===== src/rtl/cache_stat_pkg.sv =====
package cache_stat_pkg;
  // Counter slot order; the classifier indexes it as {~hit, write}.
  typedef enum logic [1:0] {
    SLOT_RD_HIT  = 2'd0,
    SLOT_WR_HIT  = 2'd1,
    SLOT_RD_MISS = 2'd2,
    SLOT_WR_MISS = 2'd3
  } slot_e;

  localparam int NUM_SLOTS = 4;
endpackage


===== src/rtl/cstat_classify.sv =====
module cstat_classify
  import cache_stat_pkg::*;
(
  input  logic                 clk,
  input  logic                 rst_n,
  input  logic                 cache_en,
  input  logic                 acc_valid,
  input  logic                 acc_hit,
  input  logic                 acc_write,
  input  logic                 acc_uncached,
  output logic [NUM_SLOTS-1:0] inc_vec
);
  logic  counted;
  slot_e slot;

  always_comb begin
    counted = acc_valid & cache_en & ~acc_uncached;
    slot    = slot_e'({~acc_hit, acc_write});
  end

  for (genvar g = 0; g < NUM_SLOTS; g++) begin : g_sel
    always_comb inc_vec[g] = counted && (slot == slot_e'(g));
  end

  AST_ONE_SLOT: assert property (@(posedge clk) disable iff (!rst_n)
    $onehot0(inc_vec));
  AST_GATED_OFF: assert property (@(posedge clk) disable iff (!rst_n)
    (!cache_en || acc_uncached) |-> (inc_vec == '0));
endmodule


===== src/rtl/cstat_sat_counter.sv =====
module cstat_sat_counter #(
  parameter int CNT_W = 16
) (
  input  logic             clk,
  input  logic             rst_n,
  input  logic             clr,
  input  logic             inc,
  output logic [CNT_W-1:0] cnt
);
  localparam logic [CNT_W-1:0] CNT_MAX = {CNT_W{1'b1}};
  localparam logic [CNT_W-1:0] CNT_ONE = {{(CNT_W-1){1'b0}}, 1'b1};

  logic             at_max;
  logic             cnt_en;
  logic [CNT_W-1:0] cnt_d;
  logic [CNT_W-1:0] cnt_q;

  always_comb begin
    at_max = (cnt_q == CNT_MAX);
    cnt_en = clr | (inc & ~at_max);
    cnt_d  = clr ? '0 : (cnt_q + CNT_ONE);
  end

  always_ff @(posedge clk or negedge rst_n) begin
    if (!rst_n)      cnt_q <= '0;
    else if (cnt_en) cnt_q <= cnt_d;
  end

  assign cnt = cnt_q;

  AST_STEP_ONE: assert property (@(posedge clk) disable iff (!rst_n)
    (!clr && inc && cnt_q != CNT_MAX) |=> (cnt_q == $past(cnt_q) + CNT_ONE));
  AST_SAT_HOLD: assert property (@(posedge clk) disable iff (!rst_n)
    (!clr && cnt_q == CNT_MAX) |=> (cnt_q == CNT_MAX));
  AST_CLR_ZERO: assert property (@(posedge clk) disable iff (!rst_n)
    clr |=> (cnt_q == '0));
  AST_IDLE_HOLD: assert property (@(posedge clk) disable iff (!rst_n)
    (!clr && !inc) |=> $stable(cnt_q));
endmodule


===== src/rtl/cstat_stall_calc.sv =====
module cstat_stall_calc #(
  parameter int CNT_W = 16,
  parameter int PEN_W = 8
) (
  input  logic               clk,
  input  logic               rst_n,
  input  logic               clr,
  input  logic [CNT_W-1:0]   rd_miss,
  input  logic [CNT_W-1:0]   wr_miss,
  input  logic [PEN_W-1:0]   rd_pen,
  input  logic [PEN_W-1:0]   wr_pen,
  output logic [CNT_W+PEN_W:0] stall
);
  localparam int STALL_W = CNT_W + PEN_W + 1;
  localparam logic [PEN_W-1:0] PEN_ONE = {{(PEN_W-1){1'b0}}, 1'b1};

  logic [PEN_W-1:0]   rd_extra;
  logic [PEN_W-1:0]   wr_extra;
  logic [STALL_W-1:0] rd_term;
  logic [STALL_W-1:0] wr_term;
  logic [STALL_W-1:0] stall_d;
  logic [STALL_W-1:0] stall_q;

  always_comb begin
    rd_extra = (rd_pen == '0) ? '0 : (rd_pen - PEN_ONE);
    wr_extra = (wr_pen == '0) ? '0 : (wr_pen - PEN_ONE);
    rd_term  = {{(STALL_W-CNT_W){1'b0}}, rd_miss} * {{(STALL_W-PEN_W){1'b0}}, rd_extra};
    wr_term  = {{(STALL_W-CNT_W){1'b0}}, wr_miss} * {{(STALL_W-PEN_W){1'b0}}, wr_extra};
    stall_d  = clr ? '0 : (rd_term + wr_term);
  end

  always_ff @(posedge clk or negedge rst_n) begin
    if (!rst_n) stall_q <= '0;
    else        stall_q <= stall_d;
  end

  assign stall = stall_q;

  AST_STALL_CLR: assert property (@(posedge clk) disable iff (!rst_n)
    clr |=> (stall_q == '0));
  AST_STALL_NO_MISS: assert property (@(posedge clk) disable iff (!rst_n)
    (rd_miss == '0 && wr_miss == '0) |=> (stall_q == '0));
endmodule


===== src/rtl/cache_stat_unit.sv =====
module cache_stat_unit
  import cache_stat_pkg::*;
#(
  parameter int CNT_W = 16,
  parameter int PEN_W = 8
) (
  input  logic               clk,
  input  logic               rst_n,
  input  logic               clr,
  input  logic               cache_en,
  input  logic               acc_valid,
  input  logic               acc_hit,
  input  logic               acc_write,
  input  logic               acc_uncached,
  input  logic [PEN_W-1:0]   rd_pen,
  input  logic [PEN_W-1:0]   wr_pen,
  output logic [CNT_W-1:0]   rd_hit_cnt,
  output logic [CNT_W-1:0]   wr_hit_cnt,
  output logic [CNT_W-1:0]   rd_miss_cnt,
  output logic [CNT_W-1:0]   wr_miss_cnt,
  output logic [CNT_W:0]     hit_total,
  output logic [CNT_W:0]     miss_total,
  output logic [CNT_W+PEN_W:0] stall_est
);
  logic [NUM_SLOTS-1:0] inc_vec;
  logic [CNT_W-1:0]     cnt_arr [NUM_SLOTS];

  cstat_classify u_classify (
    .clk          (clk),
    .rst_n        (rst_n),
    .cache_en     (cache_en),
    .acc_valid    (acc_valid),
    .acc_hit      (acc_hit),
    .acc_write    (acc_write),
    .acc_uncached (acc_uncached),
    .inc_vec      (inc_vec)
  );

  for (genvar g = 0; g < NUM_SLOTS; g++) begin : g_cnt
    cstat_sat_counter #(.CNT_W(CNT_W)) u_cnt (
      .clk   (clk),
      .rst_n (rst_n),
      .clr   (clr),
      .inc   (inc_vec[g]),
      .cnt   (cnt_arr[g])
    );
  end

  cstat_stall_calc #(.CNT_W(CNT_W), .PEN_W(PEN_W)) u_stall (
    .clk     (clk),
    .rst_n   (rst_n),
    .clr     (clr),
    .rd_miss (cnt_arr[SLOT_RD_MISS]),
    .wr_miss (cnt_arr[SLOT_WR_MISS]),
    .rd_pen  (rd_pen),
    .wr_pen  (wr_pen),
    .stall   (stall_est)
  );

  always_comb begin
    rd_hit_cnt  = cnt_arr[SLOT_RD_HIT];
    wr_hit_cnt  = cnt_arr[SLOT_WR_HIT];
    rd_miss_cnt = cnt_arr[SLOT_RD_MISS];
    wr_miss_cnt = cnt_arr[SLOT_WR_MISS];
    hit_total   = {1'b0, cnt_arr[SLOT_RD_HIT]}  + {1'b0, cnt_arr[SLOT_WR_HIT]};
    miss_total  = {1'b0, cnt_arr[SLOT_RD_MISS]} + {1'b0, cnt_arr[SLOT_WR_MISS]};
  end
endmodule


===== config.mk =====
export PLATFORM = sky130hd
export DESIGN_NAME = cache_stat_unit
export DESIGN_NICKNAME = d
export VERILOG_FILES = /design/src/rtl/cache_stat_pkg.sv /design/src/rtl/cstat_classify.sv /design/src/rtl/cstat_sat_counter.sv /design/src/rtl/cstat_stall_calc.sv /design/src/rtl/cache_stat_unit.sv
export SDC_FILE = /design/constraint.sdc
export NUM_CORES = 1
export LEC_CHECK = 0
export ABC_AREA = 1
export BUFFER_PORTS_ARGS = -buffer_cell sky130_fd_sc_hd__buf_2
export CAP_MARGIN = 30
export CORE_AREA = 2 2 164 166
export DETAILED_ROUTE_END_ITERATION = 8
export DIE_AREA = 0 0 166 168
export PLACE_DENSITY = 0.89
export SYNTH_ARGS = -nofsm -noshare
export SYNTH_HDL_FRONTEND = slang
export SYNTH_SLANG_ARGS = --single-unit

===== constraint.sdc =====
create_clock -name clk -period 12 [get_ports clk]
set_input_delay 1.2 -clock clk [delete_from_list [all_inputs] [get_ports clk]]
set_output_delay 1.2 -clock clk [all_outputs]
set_load 0.01 [all_outputs]

==> flow_summary.toml, run 1 <==
[layout]
design_area_um2 = 16600
fin_util = 0.629
n_antenna_cell = 0
final_common_cell = "nand2_1"
most-common-layout-cells = "nand2_1 (515), inv_1 (457), nor2_1 (233)"
syn_to_final_growth_pct = 7.82
fin_nets = 2581
drive_above_1_share = 0.0965

[worst_setup_path]
cp_top_family = "adder cells"
path_common_cell = "fa_1"
cp.arrival_ns = 7.61
critPathMaxFanout = 12
cp_data_required_time_ns = 12.26
cp-start-kind = "input pin"
max_stage_delay_ns = 0.56
crit_type = "in -> reg"
end_kind = "flop"
crit_slowest_cell = "fa_1"
cp_num_buf_inv = 6

[routing]
wl_per_cell_um = 17.1
ant_nets = 0
drt_iter0_markers = 1531
vias_per_cell = 5.67
firstDrtPassIters = 7
drc = 0
totalWireLength_um = 44100
vias = 14622

[synthesis]
synthFlopType = "dfrtp_1"
netlist_area_um2 = 15400
ys_warn_count = 0
async_reset_ff_frac = 1.00
ys_seq_area_frac = 0.145
syn_inst = 2128
syn_avg_cell_area_um2 = 7.22
synth_seq_cells = 89
synth.area.top_cells = "fa_1 (27%), dfrtp_1 (14%), nand2_1 (13%)"
syn_nets = 2476
synth_area_leader_cell = "fa_1"
ys_types = 43
synth_top_area_frac = 0.275
synth-edff-count = 0

[sta]
tightest_slew_ns = 0.969
finalCritPeriodShare = 0.613
final-setup-viol-count = 0
max_freq_ghz = 0.136
grt_setup_unrepaired = "no"
finalClockSkew_ns = 0.0147
hold_viol_final = 0
relSlewSlack = 0.351
period_needed_ns = 7.35
slew_violations = 0
tns_ns = 0

[clocking]
cts_buffer_depth = 2
cts_max_level = 3
postCtsHoldBufs = 0
cts_tree = "yes"
clkTransAtPathRegs_ns = 0.07
postCtsSetupBuffers = 0
cts-root-buf = "clkbuf_16"
cts_resized = 0
insertion_delay_ns = 0.37
cts.sinks = 89
cts_buffers = 9

[floorplan]
die_y_um = 168
num_rows = 60
die_width_um = 166
start_util = 0.583
pin_count = 147
core_um2 = 26400
dieArea_um2 = 27900

[run_status]
run_status = "complete, no violations"

[place]
post-dp-hpwl_um = 35000
gp_congestion = 0.996
place_area_um2 = 16200
port_buffers = 146

[grt]
grt_first_pass_wirelength_um = 71900
antenna_found_initial = 0
grt_pass1_vias = 14405
grt_start_max_net_pins = 65
grt_overflow = 0
grt_usage = 0.323

[power]
power_frac_clock = 0.347
p_sw_uw = 359
vdd_drop_max_mv = 0.0561
pwr-share-comb = 0.313
p_per_area_nw_per_um2 = 57.9
p_int_uw = 600
pwr-share-seq = 0.340
swShare = 0.374
power.leakage_nw = 9.18

[flow_run]
drv_cap = 0

[worst_hold_path]
min_path_type = "reg -> reg"
worst register-to-register path, stage by stage, from the launching register on:
cell and delay [ns]:
dfrtp_1 0.53, clkinv_1 0.45, nor2_1 0.29, fa_1 0.49, fa_1 0.53, fa_1 0.52, fa_1 0.54, fa_1 0.55
inv_1 0.06, fa_1 0.53, inv_1 0.05, ha_1 0.36, nand2_1 0.12, nor2_1 0.30, nand3_1 0.14, nand3_1 0.17
nand2_1 0.09, a21oi_1 0.13, nor2_1 0.06
path summary, 6_finish.rpt:
path / startpoint / end / slack [ns] / depth (start not counted)
max in group asynchronous: rst_n / g_cnt[3].u_cnt.cnt[1] / 10.05 / 2
setup reg to reg: g_cnt[3].u_cnt.cnt[2] / u_stall.stall[20] / 6.01 / 18
hold reg to reg: g_cnt[0].u_cnt.cnt[15] / g_cnt[0].u_cnt.cnt[15] / 0.60 / 2
min in group asynchronous: rst_n / u_stall.stall[19] / 0.75 / 1
setup / recovery: rd_pen[2] / u_stall.stall[20] / 4.65 / 26
hold / removal: g_cnt[0].u_cnt.cnt[15] / g_cnt[0].u_cnt.cnt[15] / 0.60 / 2
metrics by stage:
| step | cells | hold slack, ns | power, mW | setup slack, ns |
|---|---|---|---|---|
| finish | 2579 | 0.595 | 0.960 | 4.65 |
| global route | 2579 | 0.614 | 1.02 | 4.24 |
| CTS | 2578 | 0.587 | 0.958 | 4.68 |
| detailed placement | 2562 | 0.573 | 0.627 | 4.32 |
| global placement | 2562 | 0.561 | 0.618 | 4.52 |
| floorplan | 2128 | 0.570 | 0.533 | 5.39 |
cells in the mapped netlist, types with 9 or more instances:
cell type  instances
inv_2              9
o21ai_1           27
nor3_1            43
fa_1             211
o21ai_0           38
nand3_1          113
xnor2_1           11
a21oi_1           60
dfrtp_1           89
nor2_2            17
clkbuf_1           9
nor2_1           233
nand2_1          515
xor2_1            33
inv_1            458
ha_1             113
buf_2             31
nand4_1           44
nand3b_1          10
cell families after synthesis:
kind of cell    share of synthesized area
xor+xnor                           0.0251
fa+ha+maj                           0.367
flops                               0.145
buf+inv                             0.136
simple gates                        0.276
compound gates                     0.0511
layout make-up:
cell class,count,area (um^2)
Timing Repair Buffer,149,762
Tap cell,341,427
Clock buffer,10,229
Inverter,473,1780
Fill cell,2291,9780
Sequential cell,89,2230
Multi-Input combinational cell,1511,11100
Clock inverter,6,97.6
power groups by stage:
stage | sequential [mW] | combinational [mW] | clock (mW)
after global routing | 0.327 | 0.339 | 0.350
after CTS | 0.326 | 0.298 | 0.334
after floorplan | 0.335 | 0.198 | 0
after detailed placement | 0.332 | 0.296 | 0
after global placement | 0.331 | 0.287 | 0
final | 0.326 | 0.300 | 0.333
flip-flops by register name, indices dropped and copies added, names as in the netlist:
name / count
u_stall.stall: 25
g_cnt.u_cnt.cnt: 64
routing by layer:
metal  part of all wire  track usage  up-vias
li1                   -            -     6661
met1               0.38        0.413     6948
met2               0.47        0.531      825
met3              0.099       0.0632      188
met4              0.052        0.158        0
met5                  0            0        -
No activity file was read; power rests on OpenSTA's default activity.
==> run 2, diff against run 1 <==
Clock period 12 ns to 7.34 ns, I/O delays scaled along.
==> flow_summary.toml, run 2 (synthesis gave the netlist of run 1 again) <==
[run_status]
run_status = "complete, no violations"

[layout]
design_area_um2 = 16600
syn_to_final_growth_pct = 8.06
largest_register_ffs = 64
fin_nets = 2587
instances_no_fill = 2585
most-common-layout-cells = "nand2_1 (515), inv_1 (457), nor2_1 (233)"
seq_area_um2 = 2230
fin_util = 0.630
n_antenna_cell = 0
drive_above_1_share = 0.0994
fillCellCount = 2285
final_common_cell = "nand2_1"
multiInputGateArea_um2 = 11100

[floorplan]
start_util = 0.583
dieArea_um2 = 27900
core_um2 = 26400
pin_count = 147
die_width_um = 166
die_y_um = 168
num_rows = 60

[place]
dpl.cell_count = 2569
gp_congestion = 1.01
place_area_um2 = 16300
post-dp-hpwl_um = 36000
place_ws_ns = 0.266
port_buffers = 146

[worst_setup_path]
crit_slowest_cell = "fa_1"
cp.arrival_ns = 7.07
max_stage_delay_ns = 0.59
path_common_cell = "fa_1"
r2r_slack_ns = 1.33
reg2reg_depth = 19
critPathMaxFanout = 12
cp_data_required_time_ns = 7.62
end_kind = "flop"
cp-start-kind = "input pin"
crit_type = "in -> reg"

[clocking]
cts_resized = 0
clkTransAtPathRegs_ns = 0.08
cts-root-buf = "clkbuf_16"
cts_tree = "yes"
postCtsHoldBufs = 0
cts_buffer_depth = 2
cts_buffers = 9
cts.sinks = 89
cts_max_level = 3
insertion_delay_ns = 0.36
postCtsSetupBuffers = 0

[routing]
vias = 14591
drt-met1-wl_um = 17100
wl_met3_um = 4480
ant_nets = 0
wl_per_cell_um = 17.2
firstDrtPassIters = 6
totalWireLength_um = 44500
vias_per_cell = 5.64
drc = 0
drt_iter0_markers = 1477
met2_wirelength_um = 20500
routed.top_layer = "met4"

[sta]
max_freq_ghz = 0.147
hold_slack_ns = 0.284
relSlewSlack = 0.421
tightest_slew_ns = 0.868
worst_slack_ns = 0.549
finalCritPeriodShare = 0.925
final-setup-viol-count = 0
hold_viol_final = 0
slew_violations = 0
finalClockSkew_ns = 0.0138
grt_setup_unrepaired = "no"
period_needed_ns = 6.79
tns_ns = 0

[grt]
grt_first_pass_wirelength_um = 73900
grt_start_max_net_pins = 65
grt_pass1_vias = 14935
grt_usage = 0.329
antenna_found_initial = 0
grt_overflow = 0

[power]
total_power_mw = 1.56
p_per_area_nw_per_um2 = 94.1
vdd_drop_max_mv = 0.0740
power.leakage_nw = 9.20

[flow_run]
drv_cap = 0

[worst_hold_path]
min_path_type = "in -> async"
[run 2: worst paths after layout]
kind	from	end
worst min-delay path	rst_n	u_stall.stall[15]
min in group clk	g_cnt[0].u_cnt.cnt[15]	g_cnt[0].u_cnt.cnt[15]
worst max register to register	g_cnt[3].u_cnt.cnt[2]	u_stall.stall[19]
worst min register to register	g_cnt[0].u_cnt.cnt[15]	g_cnt[0].u_cnt.cnt[15]
worst max-delay path	rd_pen[2]	u_stall.stall[19]
max in group asynchronous	rst_n	g_cnt[3].u_cnt.cnt[8]
[run 2: layout make-up]
cell class	count	share of cell area
sequential	89	0.134
tap	341	0.0257
clock inverter	7	0.00595
clock buffer	9	0.0136
timing repair buffer	155	0.0482
inverter	473	0.107
multi-input combinational	1511	0.665
[run 2: layer usage]
metal / track usage / up-vias
met1: 0.422 / 6930
met4: 0.164 / 0
met3: 0.0740 / 177
met2: 0.528 / 829
li1: - / 6655
met5: 0 / -
[run 2: worst max-delay path, delay by kind of cell]
family	cells	cell delay (ns)
fa+ha+maj	7	3.48
simple gates	14	2.09
buf+inv	6	0.79
[run 2: power by group]
group	total (mW)	switching, mW	leakage, nW	internal [mW]
registers	0.533	0.0198	1.23	0.513
clock network	0.538	0.235	0.162	0.303
logic	0.492	0.325	7.81	0.167
total	1.56	0.580	9.20	0.983
